**src/rtl/nand_cyc_pkg.sv**
```systemverilog
package nand_cyc_pkg;

    typedef enum logic [2:0] {
        OP_CMD   = 3'd0,
        OP_ADDR  = 3'd1,
        OP_WRITE = 3'd2,
        OP_READ  = 3'd3,
        OP_WAIT  = 3'd4
    } bus_op_e;

    typedef enum logic [2:0] {
        ST_IDLE,
        ST_GAP,
        ST_WLOW,
        ST_WHIGH,
        ST_RLOW,
        ST_RHIGH,
        ST_POLL,
        ST_SETTLE
    } cyc_state_e;

    // nanoseconds to clock cycles, rounded up
    function automatic int ns2cyc(int ns, int per);
        return (ns + per - 1) / per;
    endfunction

    function automatic int imax(int a, int b);
        return (a > b) ? a : b;
    endfunction

endpackage

```
**src/rtl/nand_sync2.sv**
```systemverilog
module nand_sync2 #(
    parameter logic RST_VAL = 1'b0
) (
    input  logic clk,
    input  logic rst_n,
    input  logic din,
    output logic dout
);
    logic meta_q;

    always_ff @(posedge clk or negedge rst_n) begin
        if (!rst_n) begin
            meta_q <= RST_VAL;
            dout   <= RST_VAL;
        end else begin
            meta_q <= din;
            dout   <= meta_q;
        end
    end
endmodule

```
**src/rtl/nand_age_ctr.sv**
```systemverilog
// Counts clock periods since the last clear; saturates at its maximum.
module nand_age_ctr #(
    parameter int W = 5
) (
    input  logic         clk,
    input  logic         rst_n,
    input  logic         clear,
    output logic [W-1:0] age
);
    always_ff @(posedge clk or negedge rst_n) begin
        if (!rst_n)
            age <= '1;
        else if (clear)
            age <= '0;
        else if (age != '1)
            age <= age + 1'b1;
    end
endmodule

```
**src/rtl/nand_cycle_gen.sv**
```systemverilog
module nand_cycle_gen
    import nand_cyc_pkg::*;
#(
    parameter int CLK_NS    = 8,
    parameter int T_WP_NS   = 12,
    parameter int T_WH_NS   = 10,
    parameter int T_WC_NS   = 25,
    parameter int T_RP_NS   = 12,
    parameter int T_REH_NS  = 10,
    parameter int T_RC_NS   = 25,
    parameter int T_REA_NS  = 20,
    parameter int T_ADL_NS  = 70,
    parameter int T_WHR_NS  = 60,
    parameter int T_RHW_NS  = 100,
    parameter int T_WB_NS   = 100,
    parameter int T_RR_NS   = 20
) (
    input  logic       clk,
    input  logic       rst_n,
    input  logic       req_valid,
    output logic       req_ready,
    input  logic [2:0] req_op,
    input  logic [7:0] req_byte,
    output logic       rsp_done,
    output logic [7:0] rsp_data,
    output logic       nand_ce_n,
    output logic       nand_cle,
    output logic       nand_ale,
    output logic       nand_we_n,
    output logic       nand_re_n,
    output logic [7:0] nand_io_out,
    output logic       nand_io_oe,
    input  logic [7:0] nand_io_in,
    input  logic       nand_rb_n
);
    localparam int WP_C   = imax(ns2cyc(T_WP_NS, CLK_NS), 1);
    localparam int WH_C   = imax(imax(ns2cyc(T_WH_NS, CLK_NS), ns2cyc(T_WC_NS, CLK_NS) - WP_C), 1);
    localparam int RP_C   = imax(imax(ns2cyc(T_RP_NS, CLK_NS), ns2cyc(T_REA_NS, CLK_NS)), 1);
    localparam int REH_C  = imax(imax(ns2cyc(T_REH_NS, CLK_NS), ns2cyc(T_RC_NS, CLK_NS) - RP_C), 1);
    localparam int ADL_C  = ns2cyc(T_ADL_NS, CLK_NS);
    localparam int WHR_C  = ns2cyc(T_WHR_NS, CLK_NS);
    localparam int RHW_C  = ns2cyc(T_RHW_NS, CLK_NS);
    localparam int WB_C   = ns2cyc(T_WB_NS, CLK_NS);
    localparam int RR_C   = imax(ns2cyc(T_RR_NS, CLK_NS), 1);
    localparam int AGE_MAX = imax(imax(ADL_C, WHR_C), imax(RHW_C, WB_C)) + 1;
    localparam int AGE_W  = $clog2(AGE_MAX + 1);
    localparam int PH_MAX = imax(imax(WP_C, WH_C), imax(imax(RP_C, REH_C), RR_C));
    localparam int PH_W   = $clog2(PH_MAX + 1);

    cyc_state_e        state_q, state_d;
    logic [PH_W-1:0]   ph_q, ph_d;
    bus_op_e           op_q;
    logic [7:0]        byte_q;
    logic              after_addr_q;
    logic              gap_ok;
    logic              rb_s;
    logic [AGE_W-1:0]  we_age, re_age;
    logic              we_rise_now, re_rise_now;
    int                we_age_i, re_age_i;

    assign we_rise_now = (state_q == ST_WLOW) && (ph_q == '0);
    assign re_rise_now = (state_q == ST_RLOW) && (ph_q == '0);

    nand_sync2 #(.RST_VAL(1'b0)) u_rb_sync (
        .clk(clk), .rst_n(rst_n), .din(nand_rb_n), .dout(rb_s)
    );

    nand_age_ctr #(.W(AGE_W)) u_we_age (
        .clk(clk), .rst_n(rst_n), .clear(we_rise_now), .age(we_age)
    );

    nand_age_ctr #(.W(AGE_W)) u_re_age (
        .clk(clk), .rst_n(rst_n), .clear(re_rise_now), .age(re_age)
    );

    // gap condition: a strobe edge leaving ST_GAP lands one period after this cycle
    always_comb begin
        we_age_i = int'(we_age);
        re_age_i = int'(re_age);
        unique case (op_q)
            OP_CMD, OP_ADDR: gap_ok = (re_age_i + 1 >= RHW_C);
            OP_WRITE:        gap_ok = (re_age_i + 1 >= RHW_C) &&
                                      (!after_addr_q || (we_age_i + 1 + WP_C >= ADL_C));
            OP_READ:         gap_ok = (we_age_i + 1 >= WHR_C);
            OP_WAIT:         gap_ok = (we_age_i + 1 >= WB_C);
            default:         gap_ok = 1'b1;
        endcase
    end

    // next state and phase counter
    always_comb begin
        state_d = state_q;
        ph_d    = (ph_q != '0) ? ph_q - 1'b1 : '0;
        unique case (state_q)
            ST_IDLE: if (req_valid) state_d = ST_GAP;
            ST_GAP: begin
                if (gap_ok) begin
                    unique case (op_q)
                        OP_CMD, OP_ADDR, OP_WRITE: begin
                            state_d = ST_WLOW;
                            ph_d    = PH_W'(WP_C - 1);
                        end
                        OP_READ: begin
                            state_d = ST_RLOW;
                            ph_d    = PH_W'(RP_C - 1);
                        end
                        OP_WAIT: state_d = ST_POLL;
                        default: state_d = ST_IDLE;
                    endcase
                end
            end
            ST_WLOW: if (ph_q == '0) begin
                state_d = ST_WHIGH;
                ph_d    = PH_W'(WH_C - 1);
            end
            ST_WHIGH: if (ph_q == '0) state_d = ST_IDLE;
            ST_RLOW: if (ph_q == '0) begin
                state_d = ST_RHIGH;
                ph_d    = PH_W'(REH_C - 1);
            end
            ST_RHIGH: if (ph_q == '0) state_d = ST_IDLE;
            ST_POLL: if (rb_s) begin
                state_d = ST_SETTLE;
                ph_d    = PH_W'(RR_C - 1);
            end
            ST_SETTLE: if (ph_q == '0) state_d = ST_IDLE;
            default: state_d = ST_IDLE;
        endcase
    end

    // state register and request/response holding registers
    always_ff @(posedge clk or negedge rst_n) begin
        if (!rst_n) begin
            state_q      <= ST_IDLE;
            ph_q         <= '0;
            op_q         <= OP_CMD;
            byte_q       <= '0;
            after_addr_q <= 1'b0;
            rsp_data     <= '0;
            rsp_done     <= 1'b0;
        end else begin
            state_q  <= state_d;
            ph_q     <= ph_d;
            rsp_done <= (state_q != ST_IDLE) && (state_d == ST_IDLE);
            if (state_q == ST_IDLE && req_valid) begin
                op_q   <= bus_op_e'(req_op);
                byte_q <= req_byte;
            end
            if (state_q == ST_WHIGH && ph_q == '0)
                after_addr_q <= (op_q == OP_ADDR);
            if (re_rise_now)
                rsp_data <= nand_io_in;
        end
    end

    // outputs decoded from the state
    always_comb begin
        logic wr_phase;
        wr_phase    = (state_q == ST_GAP) || (state_q == ST_WLOW) || (state_q == ST_WHIGH);
        req_ready   = (state_q == ST_IDLE);
        nand_ce_n   = (state_q == ST_IDLE);
        nand_we_n   = (state_q != ST_WLOW);
        nand_re_n   = (state_q != ST_RLOW);
        nand_cle    = wr_phase && (op_q == OP_CMD);
        nand_ale    = wr_phase && (op_q == OP_ADDR);
        nand_io_oe  = ((state_q == ST_WLOW) || (state_q == ST_WHIGH)) &&
                      ((op_q == OP_CMD) || (op_q == OP_ADDR) || (op_q == OP_WRITE));
        nand_io_out = byte_q;
    end

endmodule

```
**config.mk**
```make
export PLATFORM = sky130hd
export DESIGN_NAME = nand_cycle_gen
export DESIGN_NICKNAME = d
export VERILOG_FILES = /design/src/rtl/nand_cyc_pkg.sv /design/src/rtl/nand_sync2.sv /design/src/rtl/nand_age_ctr.sv /design/src/rtl/nand_cycle_gen.sv
export SDC_FILE = /design/constraint.sdc
export NUM_CORES = 1
export LEC_CHECK = 0
export BUFFER_PORTS_ARGS = -buffer_cell sky130_fd_sc_hd__buf_2
export CAP_MARGIN = 0
export CORE_AREA = 3 3 76 78
export CTS_BUF_LIST = sky130_fd_sc_hd__clkbuf_2 sky130_fd_sc_hd__clkbuf_4 sky130_fd_sc_hd__clkbuf_8
export DETAILED_ROUTE_END_ITERATION = 8
export DIE_AREA = 0 0 79 81
export MAX_ROUTING_LAYER = met4
export REMOVE_ABC_BUFFERS = 1
export SETUP_SLACK_MARGIN = 0.02
export SLEW_MARGIN = 25
export SYNTH_ARGS = -nofsm -noshare
export SYNTH_HDL_FRONTEND = slang
export SYNTH_HIERARCHICAL = 1
export SYNTH_SLANG_ARGS = --single-unit
```
**constraint.sdc**
```tcl
create_clock -name clk -period 3.2 [get_ports clk]
set_input_delay 0.16 -clock clk [delete_from_list [all_inputs] [get_ports clk]]
set_output_delay 0.16 -clock clk [all_outputs]
set_load 0.05 [all_outputs]
```
# Yosys cells after proc, flatten, opt, wreduce, memory -nomap -nowiden
# Cells that the tools add are included.
word_totals:
  input_bits: 23
  out_inout_bits: 24
  wordCells: 83
  ff_bits: 36
classes:
  magnitude_cmp: 4
  eq_ne: 15
  addsub: 6
  n_reduce_logical: 28
  n_mux: 19
ops:
  columns: ["cell", "count"]
  rows:
  - ["$ge A32 B5 Y1 const B", 2]
  - ["$add A32 B3 Y32 const B", 1]
  - ["$mux W3", 6]
  - ["$pmux W3 S6", 1]
  - ["$mux W4", 4]
  - ["$eq A3 B3 Y1 const B", 5]
  - ["$eq A3 B2 Y1 const B", 4]
  - ["$add A4 B1 Y5 const B", 2]
  - ["$ge A5 B4 Y1 const B", 2]
  - ["$logic_and A1 B1 Y1", 9]
  - ["$logic_not A3 Y1", 3]
  - ["$pmux W3 S3", 1]
  - ["$add A4 B1 Y4 const B", 2]
  - ["$mux W2", 4]
  - ["$ne A4 B4 Y1 const B", 2]
  - ["$eq A3 B1 Y1 const B", 2]
  - ["$logic_or A1 B1 Y1", 6]
  - ["$pmux W2 S3", 1]
  - ["$reduce_bool A2 Y1", 3]
  - ["$reduce_or A3 Y1", 2]
  - ["$pmux W1 S4", 1]
  - ["$pmux W2 S2", 1]
  - ["$reduce_or A2 Y1", 2]
  - ["$ne A3 B2 Y1 const B", 1]
  - ["5 further kinds", 5]

# Depth between registers and ports, before layout
# Gate-level depths: netlist of the first run.
depth:
  word_depth: 10
  depth_mapped: 9

# Hierarchy
# The synthesis of the first run kept the hierarchy.
modules_own_cells:
  columns: ["module", "cells_per_inst", "n_inst", "area_each_um2", "seq_area_each_um2"]
  rows:
  - ["nand_cycle_gen", 148, 1, 1544.0, 650.6]
  - ["nand_age_ctr", 19, 2, 219.0, 105.1]
  - ["nand_sync2", 2, 1, 50.0, 50.0]

# Least setup slack after synthesis of the first run
# No wires, ideal clock.
synth_timing:
  kind: "register to register"
  from: "reg state_q[0]"
  to: "reg byte_q[1], in the netlist nand_io_out[1]"
  stages_incl_launch_ff: 5
  path_buffers: 1
  path_slack_ns: 0.682
  t_required_ns: 3.075
  setup_time_ns: 0.125
  arrival_ns: 2.393
  path_cell_list: "dfrtp_1 > nor3_1 > and2_1 > buf_2 > mux2_2"
synth_via:
  elab_chain_len: 2
synth_lines:
  columns: ["element", "line", "text"]
  rows:
  - ["from (decl)", "nand_cycle_gen.sv:50", "cyc_state_e state_q, state_d;"]
  - ["from (signal assigned)", "nand_cycle_gen.sv:142", "state_q <= state_d;"]
  - ["$logic_not A3 Y1", null, null]
  - ["via nand_ce_n", "nand_cycle_gen.sv:26", "output logic nand_ce_n,"]
  - ["$logic_and A1 B1 Y1", "nand_cycle_gen.sv:145", "if (state_q == ST_IDLE && req_valid) begin"]
  - ["to (signal assigned)", "nand_cycle_gen.sv:147", "byte_q <= req_byte;"]
  - ["to (decl)", "nand_cycle_gen.sv:53", "logic [7:0] byte_q;"]
# The timed path passes the listed nets, and every way through them passes these cells.
# A chain may end at the register's enable or synchronous reset.

# Final worst setup path of the first run
layout_timing:
  from: "reg u_we_age.age[0]"
  to: "reg state_q[0]"
layout_via:
  elab_chain_len: 8
  elab_cells_between_ends: 10
  classes_between: "2 x add/sub; 3 x order compare; 3 x mux; 2 x reduce/logical"
layout_lines:
  columns: ["element", "line", "text"]
  rows:
  - ["from (decl)", "nand_age_ctr.sv:8", "output logic [W-1:0] age"]
  - ["from (signal assigned)", "nand_age_ctr.sv:16", "age <= age + 1'b1;"]
  - ["$add A4 B1 Y5 (*)", "nand_cycle_gen.sv:83, nand_cycle_gen.sv:84, nand_cycle_gen.sv:85", null]
  - ["$add A32 B3 Y32", "nand_cycle_gen.sv:83", "(!after_addr_q || (we_age_i + 1 + WP_C >= ADL_C));"]
  - ["$ge A32 B5 Y1", "nand_cycle_gen.sv:83", null]
  - ["$logic_or A1 B1 Y1", "nand_cycle_gen.sv:83", null]
  - ["$logic_and A1 B1 Y1", "nand_cycle_gen.sv:82", "OP_WRITE: gap_ok = (re_age_i + 1 >= RHW_C) &&"]
  - ["$pmux W1 S4 (*)", "nand_cycle_gen.sv:80", "unique case (op_q)"]
  - ["$mux W3 (*)", "nand_cycle_gen.sv:97", "if (gap_ok) begin"]
  - ["$pmux W3 S6 (*)", "nand_cycle_gen.sv:94", "unique case (state_q)"]
  - ["via state_d[0]", "nand_cycle_gen.sv:50", null]
# Mark *: on every way through the listed nets, which the timed path passes. The rest lies on a longest branch.

==> metrics, run 1 <==
RR Startpoint=u_we_age/age[0]; CP dominant cell by count=ha_1; Final ANT Viol Nets=0; prevailing post-synth register cell=dfrtp_1; Mapped Cells=about 190; crit path kind=flip-flop to flip-flop; Final Cycle Share=77.5%; FF-to-FF End=state_q[0]; clk sink count=36; flops & latches, synth=36; crit-path cells=ha_1 -> xor2_1 -> ha_1 -> and3b_1 -> a2bb2oi_1 -> nand3b_1 -> a32oi_1 -> a41o_1; per-cell routed wire length=13.2 um; Die Y=81 um; GRT overflow=0; final setup skew=0.00698 ns; Die Width=slightly below 80 um; RePlAce Congestion=0.908; I/O pins=47; RSZ-0062 raised after global routing=no; via count=1585; initial antenna violation count=0; Synth Area in XOR/XNOR=~1.3%; Critical Path Start=u_we_age/age[0]; Pre-antenna DRT Iters=4; FF-to-FF setup slack=0.72 ns; drt drc=0; Starting Density=39.5%; outcome=finished, final reports clean; endpoint class of the critical path=flip-flop; syn_area_per_cell=10.8 um2; Post-Route WL=4.06 mm; Hold Path Class=input port to flip-flop; max cap viols=0; core box area=between 0.005 and 0.006 mm2; Critical Path RT=roughly 3.4 ns; Cell Area, Synth=between 0.002 and 0.0025 mm2; post-synthesis simple-gate area fraction=approximately 17%; Async SR Flop Fraction=between 90% and 100%; multiplexer share of the synthesized area=about an eighth; Filler Cells Inserted=approximately 510; Max Buffers Root-to-Sink=2; Placed Area=between 0.002 and 0.0025 mm2; nets=270; hpwl dp=approximately 2.9 mm; Worst Setup EP=state_q[0]; register area share after synthesis=between 40% and 50%; CTS Root Cell=clkbuf_8; number of global-route vias before repair=between 1.5k and 2k; Final Critical Period=2.48 ns; TritonCTS Buffers=5; compound-gate portion of the synthesized area=about 15%; number of antenna diodes=0; Final TNS setup=0 ns; EDFF count, synth=0; Yosys warning count=6; layout cells sized above 1=about two fifths; H-Tree Depth=2; Synth cell types=44; post-route core utilization=roughly 48%; Worst-Skew Late Latency=~0.28 ns; Hold Startpoint=nand_io_in[0]; Initial DRC Count=47; Post-Synth Adder-Cell Area=6.16%; Slowest Stage Delay on Critical Path=between 0.6 and 0.7 ns; GRT Util Overall=14.4%; Worst-Margin Slew=between 0.7 and 0.8 ns; Crit-path slowest cell=dfstp_2; reg2reg path depth=8; Final Hold Viols=0; row count=26; die area=roughly 0.0064 mm2; CTS tree=built; largest family of logic cells by synthesized area=simple AND/OR/NAND/NOR gates; port bufs=between 40 and 50; crit path max fanout=9; final instance area=around 0.0024 mm2; # setup viols final=0; largest net degree at the start of global routing=37; Vias/cell=roughly 5.1; Clock transition at path regs=about 0.08 ns; Max-slew headroom=approximately 47%; Fmax=403 MHz; Setup crit start kind=flip-flop; max-slew violations=0; Layout area overhead=20.5%; first-pass GRT wire length=~7 mm; worst endpoint data arrival time=2.66 ns
==> final cells by class <==
cell class,count,area (um2),share of cell area [%]
multi-input cells,137,1050,43.1
repair buffers,48,250,10.2
flip-flops and latches,36,911,37.2
inverters,9,33.8,1.38
clock buffers,5,68.8,2.81
clock inverters,3,42.5,1.74
well taps,70,87.6,3.58
==> how the worst min path moves through the flow <==
stage	endpoint	slack (ns)	cells past startpoint
after floorplan	after_addr_q	-0.14	0
after global placement	u_rb_sync/meta_q	0.27	1
after detailed placement	u_rb_sync/meta_q	0.28	1
after CTS	rsp_data[0]	0.09	2
after global routing	nand_io_out[1]	0.09	2
final	rsp_data[0]	0.10	2
==> layout by cell type, fill, tap and decap left out, types with 4 or more instances in the layout <==
cell | netlist | routed
nor3_1 | 4 | 4
inv_1 | 9 | 9
nand2b_1 | 9 | 9
nor2_1 | 10 | 10
buf_2 | 2 | 46
a31oi_1 | 6 | 6
mux2_2 | 19 | 19
a21oi_1 | 7 | 7
o21ai_0 | 6 | 6
clkbuf_8 | 0 | 5
nand3_1 | 6 | 6
dfstp_2 | 8 | 8
dfrtp_1 | 28 | 28
nand2_1 | 10 | 10
ha_1 | 10 | 10
==> what timing repair did <==
item                                   in CTS  in global routing
buffers inserted                            0                  0
endpoints found under the hold margin      29                  0
hold buffers                                2                  0
resized for setup                           0                  0
==> logic make-up after synthesis <==
kind of cell | after synthesis
mux | 23
fa+ha+maj | 10
simple gates | 61
xor+xnor | 3
buf+inv | 15
flops | 36
compound gates | 40
==> metal layers <==
| metal | part of all wire (%) | wire length, um | track usage [%] | vias up |
|---|---|---|---|---|
| li1 | - | - | - | 782 |
| met1 | 47 | 1920 | 18.3 | 761 |
| met2 | 47 | 1920 | 22.6 | 36 |
| met3 | 4.0 | 163 | 3.44 | 6 |
| met4 | 1.3 | 51 | 5.33 | 0 |
| met5 | 0 | 0 | - | - |
==> cells in the mapped netlist (3+ instances only) <==
cell      count  area, um2
nand2_1      10       37.5
and3b_1       3       26.3
ha_1         10        125
nand4_1       3       18.8
mux2i_1       3       30.0
a31oi_1       6       37.5
nor3_1        4       20.0
nor2_1       10       37.5
dfstp_2       8        210
o21ai_0       6       30.0
a21oi_1       7       35.0
and3_1        3       18.8
a32oi_1       3       26.3
inv_1         9       33.8
dfrtp_1      28        701
nand3_1       6       30.0
nand2b_1      9       56.3
mux2_2       19        214
xor2_1        3       26.3
==> state kept, by name (all words and copies together), names as in the netlist <==
signal / flops
after_addr_q: 1
nand_io_out: 8
op_q: 3
ph_q: 2
rsp_data: 8
rsp_done: 1
state_q: 3
u_rb_sync/dout: 1
u_rb_sync/meta_q: 1
u_re_age/age: 4
u_we_age/age: 4
==> through the flow <==
| step | setup slack [ns] | instances | hold WS, ns |
|---|---|---|---|
| floorplan | -0.457 | 182 | -0.136 |
| global placement | 0.823 | 298 | 0.274 |
| detailed placement | 0.744 | 298 | 0.276 |
| CTS | 0.724 | 308 | 0.0910 |
| global route | 0.576 | 308 | 0.0923 |
| finish | 0.720 | 308 | 0.101 |
==> critical path, delay by kind of cell (launching register included) <==
kind | cells | cell delay (ns)
compound gates | 3 | 0.58
flops | 1 | 0.62
simple gates | 2 | 0.33
fa+ha+maj | 2 | 0.53
xor+xnor | 1 | 0.32
Power of run 1 is left out: the tool's default activity adds up to more than one toggle a clock period on the data nets, which glitch-free logic cannot reach.
==> run 2, diff against run 1 <==
==> constraint.sdc (replaced) <==
create_clock -name clk -period 2.4 [get_ports clk]
set_input_delay 0.12 -clock clk [delete_from_list [all_inputs] [get_ports clk]]
set_output_delay 0.12 -clock clk [all_outputs]
set_load 0.05 [all_outputs]
==> run 2 against run 1 <==
Count of clock-buffer cells in the layout increased by 2. Die area unchanged. Wire length grew 5.6%. Global-route usage rose by 0.47 points. First-iteration DRC count increased by 19%. Sequential share of layout area fell by 1.9 points.
==> metrics, run 2 (synthesis gave the netlist of run 1 again) <==
Setup WS pre-CTS=0.0286 ns (was 0.744 ns); first-pass GRT wire length=7.28 mm (was 7.11 mm); per-cell routed wire length=13.7 um (was 13.2 um); Worst-Skew Late Latency=0.29 ns (was 0.28 ns); commonest non-fill, non-tap cell in the layout=buf_2 (unchanged); Hold Path Class=input port to flip-flop (unchanged); Pre-antenna DRT Iters=4 (unchanged); Vias/cell=5.10 (was 5.15); crit path kind=flip-flop to flip-flop (unchanged); number of antenna diodes=0 (unchanged); clk sink count=36 (unchanged); met2 WL post-DR=2.04 mm (was 1.92 mm); Final ANT Viol Nets=0 (unchanged); drt drc=0 (unchanged); Fmax=436 MHz (was 403 MHz); hpwl dp=3.01 mm (was 2.93 mm); GRT overflow=0 (unchanged); GRT Util Overall=14.9% (was 14.4%); Post-Route WL=4.29 mm (was 4.06 mm); # setup viols final=0 (unchanged); port bufs=46 (unchanged); nets=276 (was 270); Max-slew headroom=47.0% (was 47.2%); Worst-Margin Slew=0.795 ns (was 0.792 ns); layout cells sized above 1=44.7% (was 39.1%); outcome=finished, final reports clean (unchanged); endpoint class of the critical path=flip-flop (unchanged); Clock transition at path regs=0.07 ns (was 0.08 ns); max cap viols=0 (unchanged); Max Buffers Root-to-Sink=2 (unchanged); Starting Density=39.5% (unchanged); most frequent cells in the layout=46 x buf_2, 28 x dfrtp_1, 19 x mux2_2 (unchanged); CTS tree=built (unchanged); CTS Root Cell=clkbuf_8 (unchanged); Final Cycle Share=95.7% (was 77.5%); via count=1601 (was 1585); final setup skew=0.00252 ns (was 0.00698 ns); worst endpoint data arrival time=2.49 ns (was 2.66 ns); Layout area overhead=27.1% (was 20.5%); TritonCTS Buffers=5 (unchanged); RSZ-0062 raised after global routing=yes (was no); largest net degree at the start of global routing=37 (unchanged); Setup crit start kind=flip-flop (unchanged); H-Tree Depth=2 (unchanged); Final Critical Period=2.30 ns (was 2.48 ns); number of global-route vias before repair=1519 (was 1541); initial antenna violation count=0 (unchanged); I/O pins=47 (unchanged); top routing layer used=met4 (unchanged); row count=26 (unchanged); max-slew violations=0 (unchanged); Final Hold Viols=0 (unchanged); met3 routed WL=206 um (was 163 um); crit path max fanout=4 (was 9); Met1 Wirelength=2.01 mm (was 1.92 mm); die area=0.00640 mm2 (unchanged); Die Y=81 um (unchanged); Die Width=79 um (unchanged); core box area=0.00514 mm2 (unchanged); Critical Path RT=2.59 ns (was 3.38 ns); Initial DRC Count=56 (was 47); Filler Cells Inserted=515 (was 509); Final WS setup=0.104 ns (was 0.720 ns); RePlAce Congestion=0.917 (was 0.908)
-- run 2: cell types whose count changed in the layout (fill, tap and decap cells not counted), moves of 2 or more --
cell,delta
inv_2,+2
clkbuf_8,+2
buf_4,+6
ha_1,-3
ha_4,+3
inv_1,-3
-- run 2: area by class of cell --
type / instances / area (um2) / share of cell area (%)
inverters: 9 / 36.3 / 1.41
flip-flops and latches: 36 / 911 / 35.3
well taps: 70 / 87.6 / 3.39
clock inverters: 1 / 30.0 / 1.16
clock buffers: 7 / 96.3 / 3.73
repair buffers: 54 / 295 / 11.4
multi-input cells: 137 / 1130 / 43.6
-- run 2: repair_timing --
| item | 4_1_cts | 5_1_grt |
|---|---|---|
| hold buffers | 2 | 0 |
| endpoints found under the setup margin | 2 | 5 |
| resized for setup | 1 | 12 |
| pin swaps | 0 | 4 |
| buffers inserted | 0 | 1 |
| endpoints found under the hold margin | 29 | 0 |
-- run 2: worst max-delay path, stage by stage (launching register included) --
cell	delay [ns]
dfstp_2	0.60
inv_2	0.07
ha_4	0.29
inv_4	0.04
ha_4	0.24
and3b_1	0.17
a2bb2oi_2	0.13
nand3b_1	0.14
a32o_2	0.29
o311ai_2	0.22
-- run 2: routing by layer --
| metal | vias to the layer above | global-route usage, % |
|---|---|---|
| met1 | 764 | 20.1 |
| met2 | 40 | 22.3 |
| li1 | 793 | - |
| met3 | 4 | 3.44 |
| met5 | - | - |
| met4 | 0 | 4.64 |
-- run 2: final timing paths --
kind                                  start  cells past startpoint  slack, ns        endpoint
max                         u_we_age/age[0]                      9       0.10         ph_q[0]
min                           nand_io_in[0]                      2       0.06     rsp_data[0]
max reg2reg                 u_we_age/age[0]                      9       0.10         ph_q[0]
min reg2reg                u_rb_sync/meta_q                      0       0.35  u_rb_sync/dout
max in group asynchronous             rst_n                      2       1.44         op_q[2]
min in group asynchronous             rst_n                      2       0.45         ph_q[0]
-- run 2: per-stage QoR --
stage	instance area (um2)	hold slack [ns]	cells	setup TNS [ns]	util (%)
after floorplan	2000	-0.176	182	-14.48	-
after global placement	2350	0.230	303	0	45.8
after detailed placement	2350	0.229	303	0	45.8
after CTS	2510	0.0510	313	0	48.8
after global routing	2580	0.0465	314	0	50.2
final	2580	0.0581	314	0	50.2
Power of run 2 is left out for the same reason.
